$ cat src/rtl/pcm_tx_pkg.sv
package pcm_tx_pkg;
  localparam logic [2:0] CODE_NRZ_L = 3'b000;
  localparam logic [2:0] CODE_NRZ_M = 3'b001;
  localparam logic [2:0] CODE_NRZ_S = 3'b010;
  localparam logic [2:0] CODE_BP_L  = 3'b011;
  localparam logic [2:0] CODE_BP_M  = 3'b100;
  localparam logic [2:0] CODE_BP_S  = 3'b101;

  typedef struct packed {
    logic       enc_en;
    logic [2:0] code;
  } tx_mode_t;

  function automatic logic is_nrz(input logic [2:0] c);
    return c < 3'd3;
  endfunction

  function automatic logic is_miller(input logic [2:0] c);
    return c[2] & c[1];
  endfunction

  // raw bit per half strobe: bypass with a two-level code
  function automatic logic is_fast(input tx_mode_t m);
    return ~m.enc_en & ~is_nrz(m.code);
  endfunction
endpackage

$ cat src/rtl/pcm_tx_fifo.sv
module pcm_tx_fifo #(
  parameter int DW    = 8,
  parameter int DEPTH = 4
) (
  input  logic          clk_i,
  input  logic          rst_ni,
  input  logic          wr_i,
  input  logic [DW-1:0] wr_data_i,
  input  logic          rd_i,
  output logic [DW-1:0] rd_data_o,
  output logic          empty_o,
  output logic          full_o
);
  localparam int AW = (DEPTH > 1) ? $clog2(DEPTH) : 1;
  localparam int CW = $clog2(DEPTH + 1);

  logic [DW-1:0] mem_q [DEPTH];
  logic [AW-1:0] wp_q, rp_q;
  logic [CW-1:0] cnt_q;
  logic          wr_ok, rd_ok;

  assign empty_o   = (cnt_q == '0);
  assign full_o    = (cnt_q == CW'(DEPTH));
  assign wr_ok     = wr_i & ~full_o;
  assign rd_ok     = rd_i & ~empty_o;
  assign rd_data_o = mem_q[rp_q];

  function automatic logic [AW-1:0] nxt(input logic [AW-1:0] p);
    return (p == AW'(DEPTH - 1)) ? '0 : p + AW'(1);
  endfunction

  always_ff @(posedge clk_i) begin
    if (wr_ok) mem_q[wp_q] <= wr_data_i;
  end

  always_ff @(posedge clk_i or negedge rst_ni) begin
    if (!rst_ni) begin
      wp_q  <= '0;
      rp_q  <= '0;
      cnt_q <= '0;
    end else begin
      if (wr_ok) wp_q <= nxt(wp_q);
      if (rd_ok) rp_q <= nxt(rp_q);
      case ({wr_ok, rd_ok})
        2'b10:   cnt_q <= cnt_q + CW'(1);
        2'b01:   cnt_q <= cnt_q - CW'(1);
        default: cnt_q <= cnt_q;
      endcase
    end
  end

  a_r2_full_drops_write: assert property (@(posedge clk_i) disable iff (!rst_ni)
    full_o && wr_i && !rd_i |=> full_o && $stable(wp_q));

  a_r3_empty_on_last_pop: assert property (@(posedge clk_i) disable iff (!rst_ni)
    (cnt_q == CW'(1)) && rd_i && !wr_i |=> empty_o);
endmodule

$ cat src/rtl/pcm_tx_serializer.sv
module pcm_tx_serializer
  import pcm_tx_pkg::*;
#(
  parameter int DW = 8
) (
  input  logic          clk_i,
  input  logic          rst_ni,
  input  logic          half_tick_i,
  input  logic          enc_en_i,
  input  logic [2:0]    code_i,
  input  logic          fifo_empty_i,
  input  logic [DW-1:0] fifo_data_i,
  output logic          pop_o,
  output logic          start_o,
  output logic          mid_o,
  output logic          bit_o,
  output tx_mode_t      mode_o,
  output tx_mode_t      held_mode_o,
  output logic          busy_o,
  output logic          first_half_o
);
  localparam int LW = $clog2(DW + 1);

  logic [DW-1:0] sr_q, word;
  logic [LW-1:0] left_q;
  logic          ph_q, busy_q, cur_q, slot;
  tx_mode_t      mode_q, mode_n;

  assign slot    = half_tick_i & ~ph_q;
  assign pop_o   = slot & (left_q == '0) & ~fifo_empty_i;
  assign start_o = slot & ((left_q != '0) | ~fifo_empty_i);
  assign mid_o   = half_tick_i & ph_q;
  assign mode_n  = pop_o ? tx_mode_t'{enc_en: enc_en_i, code: code_i} : mode_q;
  assign word    = pop_o ? fifo_data_i : sr_q;
  assign bit_o   = start_o ? word[DW-1] : cur_q;

  assign mode_o       = mode_n;
  assign held_mode_o  = mode_q;
  assign busy_o       = busy_q;
  assign first_half_o = ph_q;

  always_ff @(posedge clk_i or negedge rst_ni) begin
    if (!rst_ni) begin
      sr_q   <= '0;
      left_q <= '0;
      ph_q   <= 1'b0;
      busy_q <= 1'b0;
      cur_q  <= 1'b0;
      mode_q <= '0;
    end else if (start_o) begin
      sr_q   <= word << 1;
      left_q <= (pop_o ? LW'(DW) : left_q) - LW'(1);
      cur_q  <= word[DW-1];
      ph_q   <= ~is_fast(mode_n);
      busy_q <= 1'b1;
      mode_q <= mode_n;
    end else if (slot) begin
      busy_q <= 1'b0;
    end else if (mid_o) begin
      ph_q   <= 1'b0;
    end
  end

  a_r9_mode_held_in_byte: assert property (@(posedge clk_i) disable iff (!rst_ni)
    busy_q && !pop_o |=> $stable(mode_q));

  a_r4_two_strobes_per_bit: assert property (@(posedge clk_i) disable iff (!rst_ni)
    start_o && !is_fast(mode_n) |=> ph_q && $stable(sr_q) || !half_tick_i);

  a_r8_fast_no_mid: assert property (@(posedge clk_i) disable iff (!rst_ni)
    busy_q && is_fast(mode_q) |-> !mid_o);
endmodule

$ cat src/rtl/pcm_tx_coder.sv
module pcm_tx_coder
  import pcm_tx_pkg::*;
(
  input  logic     clk_i,
  input  logic     rst_ni,
  input  logic     start_i,
  input  logic     mid_i,
  input  logic     bit_i,
  input  tx_mode_t mode_i,
  output logic     line_o
);
  logic lvl_q, lvl_n, prev_q, prev_n;

  always_comb begin
    lvl_n  = lvl_q;
    prev_n = prev_q;
    if (start_i) begin
      if (!mode_i.enc_en) begin
        lvl_n = bit_i;
      end else begin
        case (mode_i.code)
          CODE_NRZ_L, CODE_BP_L: lvl_n = bit_i;
          CODE_NRZ_M:            lvl_n = lvl_q ^ bit_i;
          CODE_NRZ_S:            lvl_n = lvl_q ^ ~bit_i;
          CODE_BP_M, CODE_BP_S:  lvl_n = ~lvl_q;
          default: begin
            lvl_n  = (~bit_i & ~prev_q) ? ~lvl_q : lvl_q;
            prev_n = bit_i;
          end
        endcase
      end
    end else if (mid_i && mode_i.enc_en) begin
      case (mode_i.code)
        CODE_BP_L: lvl_n = ~bit_i;
        CODE_BP_M: lvl_n = bit_i ? ~lvl_q : lvl_q;
        CODE_BP_S: lvl_n = bit_i ? lvl_q : ~lvl_q;
        default:   lvl_n = (is_miller(mode_i.code) && bit_i) ? ~lvl_q : lvl_q;
      endcase
    end
  end

  always_ff @(posedge clk_i or negedge rst_ni) begin
    if (!rst_ni) begin
      lvl_q  <= 1'b0;
      prev_q <= 1'b0;
    end else begin
      lvl_q  <= lvl_n;
      prev_q <= prev_n;
    end
  end

  assign line_o = lvl_q;

  a_r6_bpl_mid_toggle: assert property (@(posedge clk_i) disable iff (!rst_ni)
    mid_i && mode_i.enc_en && (mode_i.code == CODE_BP_L) |=> line_o != $past(line_o));

  a_r6_bpms_start_toggle: assert property (@(posedge clk_i) disable iff (!rst_ni)
    start_i && mode_i.enc_en && (mode_i.code == CODE_BP_M || mode_i.code == CODE_BP_S)
    |=> line_o != $past(line_o));

  a_r7_miller_one_mid: assert property (@(posedge clk_i) disable iff (!rst_ni)
    mid_i && mode_i.enc_en && is_miller(mode_i.code) && bit_i |=> line_o != $past(line_o));

  a_r10_idle_hold: assert property (@(posedge clk_i) disable iff (!rst_ni)
    !start_i && !mid_i |=> $stable(line_o));
endmodule

$ cat src/rtl/pcm_line_tx.sv
module pcm_line_tx
  import pcm_tx_pkg::*;
#(
  parameter int DW    = 8,
  parameter int DEPTH = 4
) (
  input  logic          clk_i,
  input  logic          rst_ni,
  input  logic          half_tick_i,
  input  logic          wr_i,
  input  logic [DW-1:0] wr_data_i,
  input  logic          enc_en_i,
  input  logic [2:0]    code_i,
  input  logic          sync_en_i,
  output logic          fifo_empty_o,
  output logic          fifo_full_o,
  output logic          line_o,
  output logic          sync_clk_o
);
  logic [DW-1:0] fifo_data;
  logic          pop, start, mid, cur_bit, busy, first_half;
  tx_mode_t      mode, held_mode;

  pcm_tx_fifo #(.DW(DW), .DEPTH(DEPTH)) u_fifo (
    .clk_i     (clk_i),
    .rst_ni    (rst_ni),
    .wr_i      (wr_i),
    .wr_data_i (wr_data_i),
    .rd_i      (pop),
    .rd_data_o (fifo_data),
    .empty_o   (fifo_empty_o),
    .full_o    (fifo_full_o)
  );

  pcm_tx_serializer #(.DW(DW)) u_ser (
    .clk_i        (clk_i),
    .rst_ni       (rst_ni),
    .half_tick_i  (half_tick_i),
    .enc_en_i     (enc_en_i),
    .code_i       (code_i),
    .fifo_empty_i (fifo_empty_o),
    .fifo_data_i  (fifo_data),
    .pop_o        (pop),
    .start_o      (start),
    .mid_o        (mid),
    .bit_o        (cur_bit),
    .mode_o       (mode),
    .held_mode_o  (held_mode),
    .busy_o       (busy),
    .first_half_o (first_half)
  );

  pcm_tx_coder u_coder (
    .clk_i   (clk_i),
    .rst_ni  (rst_ni),
    .start_i (start),
    .mid_i   (mid),
    .bit_i   (cur_bit),
    .mode_i  (mode),
    .line_o  (line_o)
  );

  assign sync_clk_o = sync_en_i & busy & first_half & is_nrz(held_mode.code);

  a_r11_sync_rises_with_bit: assert property (@(posedge clk_i) disable iff (!rst_ni)
    $rose(sync_clk_o) |-> $past(start) || $rose(sync_en_i));

  a_r11_sync_only_nrz: assert property (@(posedge clk_i) disable iff (!rst_ni)
    sync_clk_o |-> busy && !is_fast(held_mode));
endmodule

$ cat config.mk
export PLATFORM = sky130hd
export DESIGN_NAME = pcm_line_tx
export DESIGN_NICKNAME = d
export VERILOG_FILES = /design/src/rtl/pcm_tx_pkg.sv /design/src/rtl/pcm_tx_fifo.sv /design/src/rtl/pcm_tx_serializer.sv /design/src/rtl/pcm_tx_coder.sv /design/src/rtl/pcm_line_tx.sv
export SDC_FILE = /design/constraint.sdc
export NUM_CORES = 1
export LEC_CHECK = 0
export BUFFER_PORTS_ARGS = -buffer_cell sky130_fd_sc_hd__buf_4
export CORE_MARGIN = 4
export CORE_UTILIZATION = 42
export CTS_CLUSTER_DIAMETER = 100
export CTS_CLUSTER_SIZE = 16
export DETAILED_ROUTE_END_ITERATION = 7
export MAX_ROUTING_LAYER = met4
export PLACE_DENSITY = 0.68
export SYNTH_ARGS = -nofsm -noshare
export SYNTH_HDL_FRONTEND = slang
export SYNTH_SLANG_ARGS = --single-unit
$ cat constraint.sdc
create_clock -name clk_i -period 6.5 [get_ports clk_i]
set_input_delay 1.3 -clock clk_i [delete_from_list [all_inputs] [get_ports clk_i]]
set_output_delay 1.3 -clock clk_i [all_outputs]
set_load 0.05 [all_outputs]
==> results by stage <==
Place:
- The count of buffers from port buffering is 20.
- The congestion estimate from routability-driven global placement came to approximately 0.91.
- Including well taps, the total number of placed cells is 307.
- The placed instances occupy a cell area of 2998 um2.
- The post-DP HPWL is 3739 um.

Detailed routing:
- For this run, design rule violations remaining after detail routing come to 0.
- The routed layout has approximately 1800 vias.
- Once detail routing completed, the nets flagged for antenna violations numbered 0.
- In the final routed layout, each cell accounts on average for ~16 um.
- For this block, the routed nets add up to 5321 um of wire.
- The ratio of routed vias to standard cells is ~5.7.
- The number of detailed-routing iterations run before antenna repair is 4.
- In this run, the number of DRC markers left after iteration 0 of detailed routing was between 100 and 150.

Setup path:
- The worst register-to-register path begins at u_ser.first_half_o.
- The worst setup path is launched from an input pin.
- The worst-path maximum fanout is 14.
- The cell family contributing the most delay on the critical path is simple AND/OR/NAND/NOR gates.
- Tracing the worst setup path back leads to its startpoint at half_tick_i.
- The sum of buffers and inverters on the critical path is 3.
- On the critical path, the stage with the largest delay is an instance of sky130_fd_sc_hd__nor2b_1.
- The most frequent cell on the critical path is sky130_fd_sc_hd__xor2_1.
- Data on the critical path is required at its endpoint by 6760 ps.
- The largest stage delay on the critical path is approximately 740 ps.
- The signal on the critical path passes through buf_4, nor2b_1, nand3_2, clkinv_1, ha_1, inv_1, fa_1, xor2_1, nor2_1, xor2_1.
- The signal arrival time at the worst endpoint is 3810 ps.
- The worst setup path is captured at a flop.
- The type of the worst setup path is in2reg.

Cells and area:
- The multi-input combinational cell area is 1032 um2.
- The share of cells above drive strength 1 is approximately 22%.
- Leaving out fill and tap cells, the most frequent cells in the layout are 32 x sky130_fd_sc_hd__edfxtp_1, 27 x sky130_fd_sc_hd__dfrtp_1, 22 x sky130_fd_sc_hd__buf_4.
- After the last flow step, the layout net total stands at between 200 and 300.
- The post-route standard cell area excluding fillers is 3169 um2.
- The number of antenna diodes in the final layout is 0.
- Summing all flip-flop and latch instances after layout gives around 1600 um2.
- Compared with the post-synthesis result, the final layout area differs by 14.36%.
- For this run, the number of standard cells in the final layout without fillers is 323.
- The fill cell instance count of the final layout is roughly 560.
- The library cell used most frequently in the layout, excluding fill and tap cells, is sky130_fd_sc_hd__edfxtp_1.

Floorplanning:
- In this run the horizontal extent of the chip is a little under 90 um.
- The die is between 80 and 90 um tall.
- The core region is 6386 um2.
- The total I/O pin count is 21.
- The placement row count is 29.
- The initial utilization of the core area, before any placement, comes to between 40% and 50%.
- The floorplan die area is 7962 um2.

Global routing:
- The met2 global-route usage is 24.58%.
- Entering global routing, the biggest net connects 28 pins.
- The initial antenna violation count is 0.
- The layer carrying the most global-route usage is met2.
- The met1 track demand over resource is a little under a fifth.
- The global router's overall resource usage is 15.75%.
- The met3 layer usage reported by global route is between 5 and 6%.
- The number of global-route vias before repair is between 1500 and 2000.
- The global-route wire length before repair is between 8000 and 9000 um.
- The total overflow left after global routing is 0.

Power and ir drop:
- The cell area power density is between 400 and 500 nW/um2.
- The internal portion of the total power is 884.2 uW.
- IR analysis of the VDD net gives a maximum drop of 0.2117 mV.
- Of the total power, the clock network draws 20.0%.
- Of the total power, the share spent switching nets is 37.80%.
- In this run the static leakage power is approximately 0.0013 uW.
- The power share of the sequential group is between 40% and 50%.
- The combinational cell fraction of total power is 36.6%.
- Summed over all nets, the switching power comes to between 500 and 600 uW.

Synth:
- Among all flip-flop cells after synthesis, the most frequent one is sky130_fd_sc_hd__edfxtp_1.
- The number of synthesized flops with an enable pin is 32.
- The share of synthesized registers carrying an async set or reset is between 40% and 50%.
- Ranked by total cell area, the synthesized netlist is headed by sky130_fd_sc_hd__edfxtp_1 35%, sky130_fd_sc_hd__dfrtp_1 24%, sky130_fd_sc_hd__mux4_2 6.5%.
- The cell count after synthesis is 216.
- The average footprint of a synthesized cell is 12.83 um2.
- Summing the sequential cell areas from Yosys gives about three fifths of the chip area.
- Yosys printed 0 warnings.
- The count of cell types in the netlist is 55.
- After synthesis, the largest area contributor takes up a little over a third of total cell area.
- Synthesis inferred just under 60 register bits.
- The total standard cell area after synthesis is 2771 um2.
- The cell taking the most area after synthesis is sky130_fd_sc_hd__edfxtp_1.
- Counting every net in the synthesized netlist gives 241.

STA:
- The final number of setup-violating endpoints is 0.
- The worst path in the final design needs a cycle of approximately 3600 ps, including I/O delays and setup.
- The clock arrives with roughly 5.6 ps of skew.
- The final clock period utilization by the worst path is between 50% and 60%.
- For the pin with the worst max-slew slack, the measured transition is between 900 and 1000 ps.
- The final number of hold-violating endpoints is 0.
- Setup repair after global routing left no endpoint under its margin.
- Across all hold checks on the routed design, the worst slack comes to 483.9 ps.
- In the final timing run, aggregate negative setup slack is 0 ps.
- The worst pin sits at a relative slew slack of a little under two fifths.
- The max-slew violation count is 0.
- The fmax is 281.2 MHz.

Clocking:
- The clock net in this run drives a total of 59 sinks.
- The clock tree synthesis step divided the H-tree into 3 levels.
- The clock tree from TritonCTS is yes.
- The number of gates resized after cts is 0.
- Clock tree synthesis inserted a total of 9 buffers.
- The buffers inserted during post-CTS setup optimization is 0.
- The insertion delay to the later sink of the worst-skew pair is 330 ps.
- The maximum root-to-sink buffer count is 2.
- The clock root buffer is sky130_fd_sc_hd__clkbuf_8.
- The quantity of hold-fixing buffers added after cts is 0.
- Clock-pin slew was measured on the worst setup and hold paths at approximately 70 ps.

Hold path:
- The worst hold path begins at u_ser.busy_o.
- The class of the worst hold path is reg2reg.

Run status:
- The run finished with clean final reports.

Flow run:
- Max-cap violations in this run came to 0.
-- stage by stage --
stage               worst slack [ps]  power, uW  utilization (%)
floorplan                       1421       1004                -
global placement                2661       1133            46.94
detailed placement              2596       1144            46.94
CTS                             2961       1436            49.63
global route                    2749       1530            49.63
finish                          2944       1422            49.63
-- tightest hold or removal path, stage by stage, from the launching register on --
cell                      delay [ps]
sky130_fd_sc_hd__dfrtp_1         350
sky130_fd_sc_hd__nand2_1          50
sky130_fd_sc_hd__nand2_1          50
-- power groups by stage --
stage / Sequential [uW] / Clock (uW) / Combinational [uW]
2_1_floorplan: 589 / 0 / 415
3_3_place_gp: 621 / 0 / 512
3_5_place_dp: 626 / 0 / 518
4_1_cts: 618 / 294 / 523
5_1_grt: 636 / 314 / 580
6_report: 617 / 285 / 520
-- registers in the layout, summed over array words and instances, names as in the netlist --
name / cells
u_coder.line_o: 1
u_coder.prev_q: 1
u_fifo.cnt_q: 3
u_fifo.mem_q: 32
u_fifo.rp_q: 2
u_fifo.wp_q: 2
u_ser.busy_o: 1
u_ser.cur_q: 1
u_ser.first_half_o: 1
u_ser.held_mode_o: 4
u_ser.left_q: 4
u_ser.sr_q: 7
-- final cells by class --
type | instances | share of cell area, %
clock buffer | 11 | 4.145
inverter | 18 | 2.132
multi-input combinational | 131 | 32.57
sequential | 59 | 51.64
clock inverter | 5 | 1.263
tap | 77 | 3.040
timing repair buffer | 22 | 5.211
-- path summary, 6_finish.rpt --
| check | to | slack [ps] | depth (start not counted) |
|---|---|---|---|
| max | u_fifo.cnt_q[2] | 2940 | 10 |
| min | u_ser.busy_o | 480 | 2 |
| max reg2reg | u_fifo.cnt_q[2] | 3590 | 9 |
| min reg2reg | u_ser.busy_o | 480 | 2 |
| max in group asynchronous | u_fifo.cnt_q[0] | 5370 | 1 |
| min in group asynchronous | u_ser.busy_o | 880 | 1 |
-- layer usage --
layer | wire, um | up-vias | part of all wire (%)
met5 | 0 | - | 0
met4 | 66 | 0 | 1.2
met3 | 248 | 11 | 4.7
met2 | 2618 | 49 | 49
met1 | 2387 | 909 | 45
li1 | - | 860 | -
-- cell usage after synthesis, types with 3 or more instances --
| library cell | count |
|---|---|
| sky130_fd_sc_hd__edfxtp_1 | 32 |
| sky130_fd_sc_hd__dfrtp_1 | 27 |
| sky130_fd_sc_hd__nand2_1 | 18 |
| sky130_fd_sc_hd__inv_1 | 16 |
| sky130_fd_sc_hd__a21oi_1 | 12 |
| sky130_fd_sc_hd__mux4_2 | 8 |
| sky130_fd_sc_hd__nor2_1 | 8 |
| sky130_fd_sc_hd__ha_1 | 7 |
| sky130_fd_sc_hd__o21ai_0 | 7 |
| sky130_fd_sc_hd__o22ai_1 | 7 |
| sky130_fd_sc_hd__and3_1 | 5 |
| sky130_fd_sc_hd__buf_2 | 4 |
| sky130_fd_sc_hd__nand3_1 | 4 |
| sky130_fd_sc_hd__a22oi_1 | 3 |
| sky130_fd_sc_hd__clkbuf_1 | 3 |
| sky130_fd_sc_hd__mux2i_1 | 3 |
| sky130_fd_sc_hd__xnor2_1 | 3 |
-- cells by family (layout without fill, tap and decap cells) --
logic type,count (synthesis),after routing,synth area share [%]
flip-flops,59,59,59.05
AND/OR/NAND/NOR,57,57,11.29
AO/OA/AOI/OAI,48,48,12.10
buffers and inverters,26,56,3.702
multiplexers,13,13,8.397
adder cells (fa/ha/maj),8,8,3.883
XOR/XNOR,5,5,1.580
No activity file was read; power rests on OpenSTA's default activity.
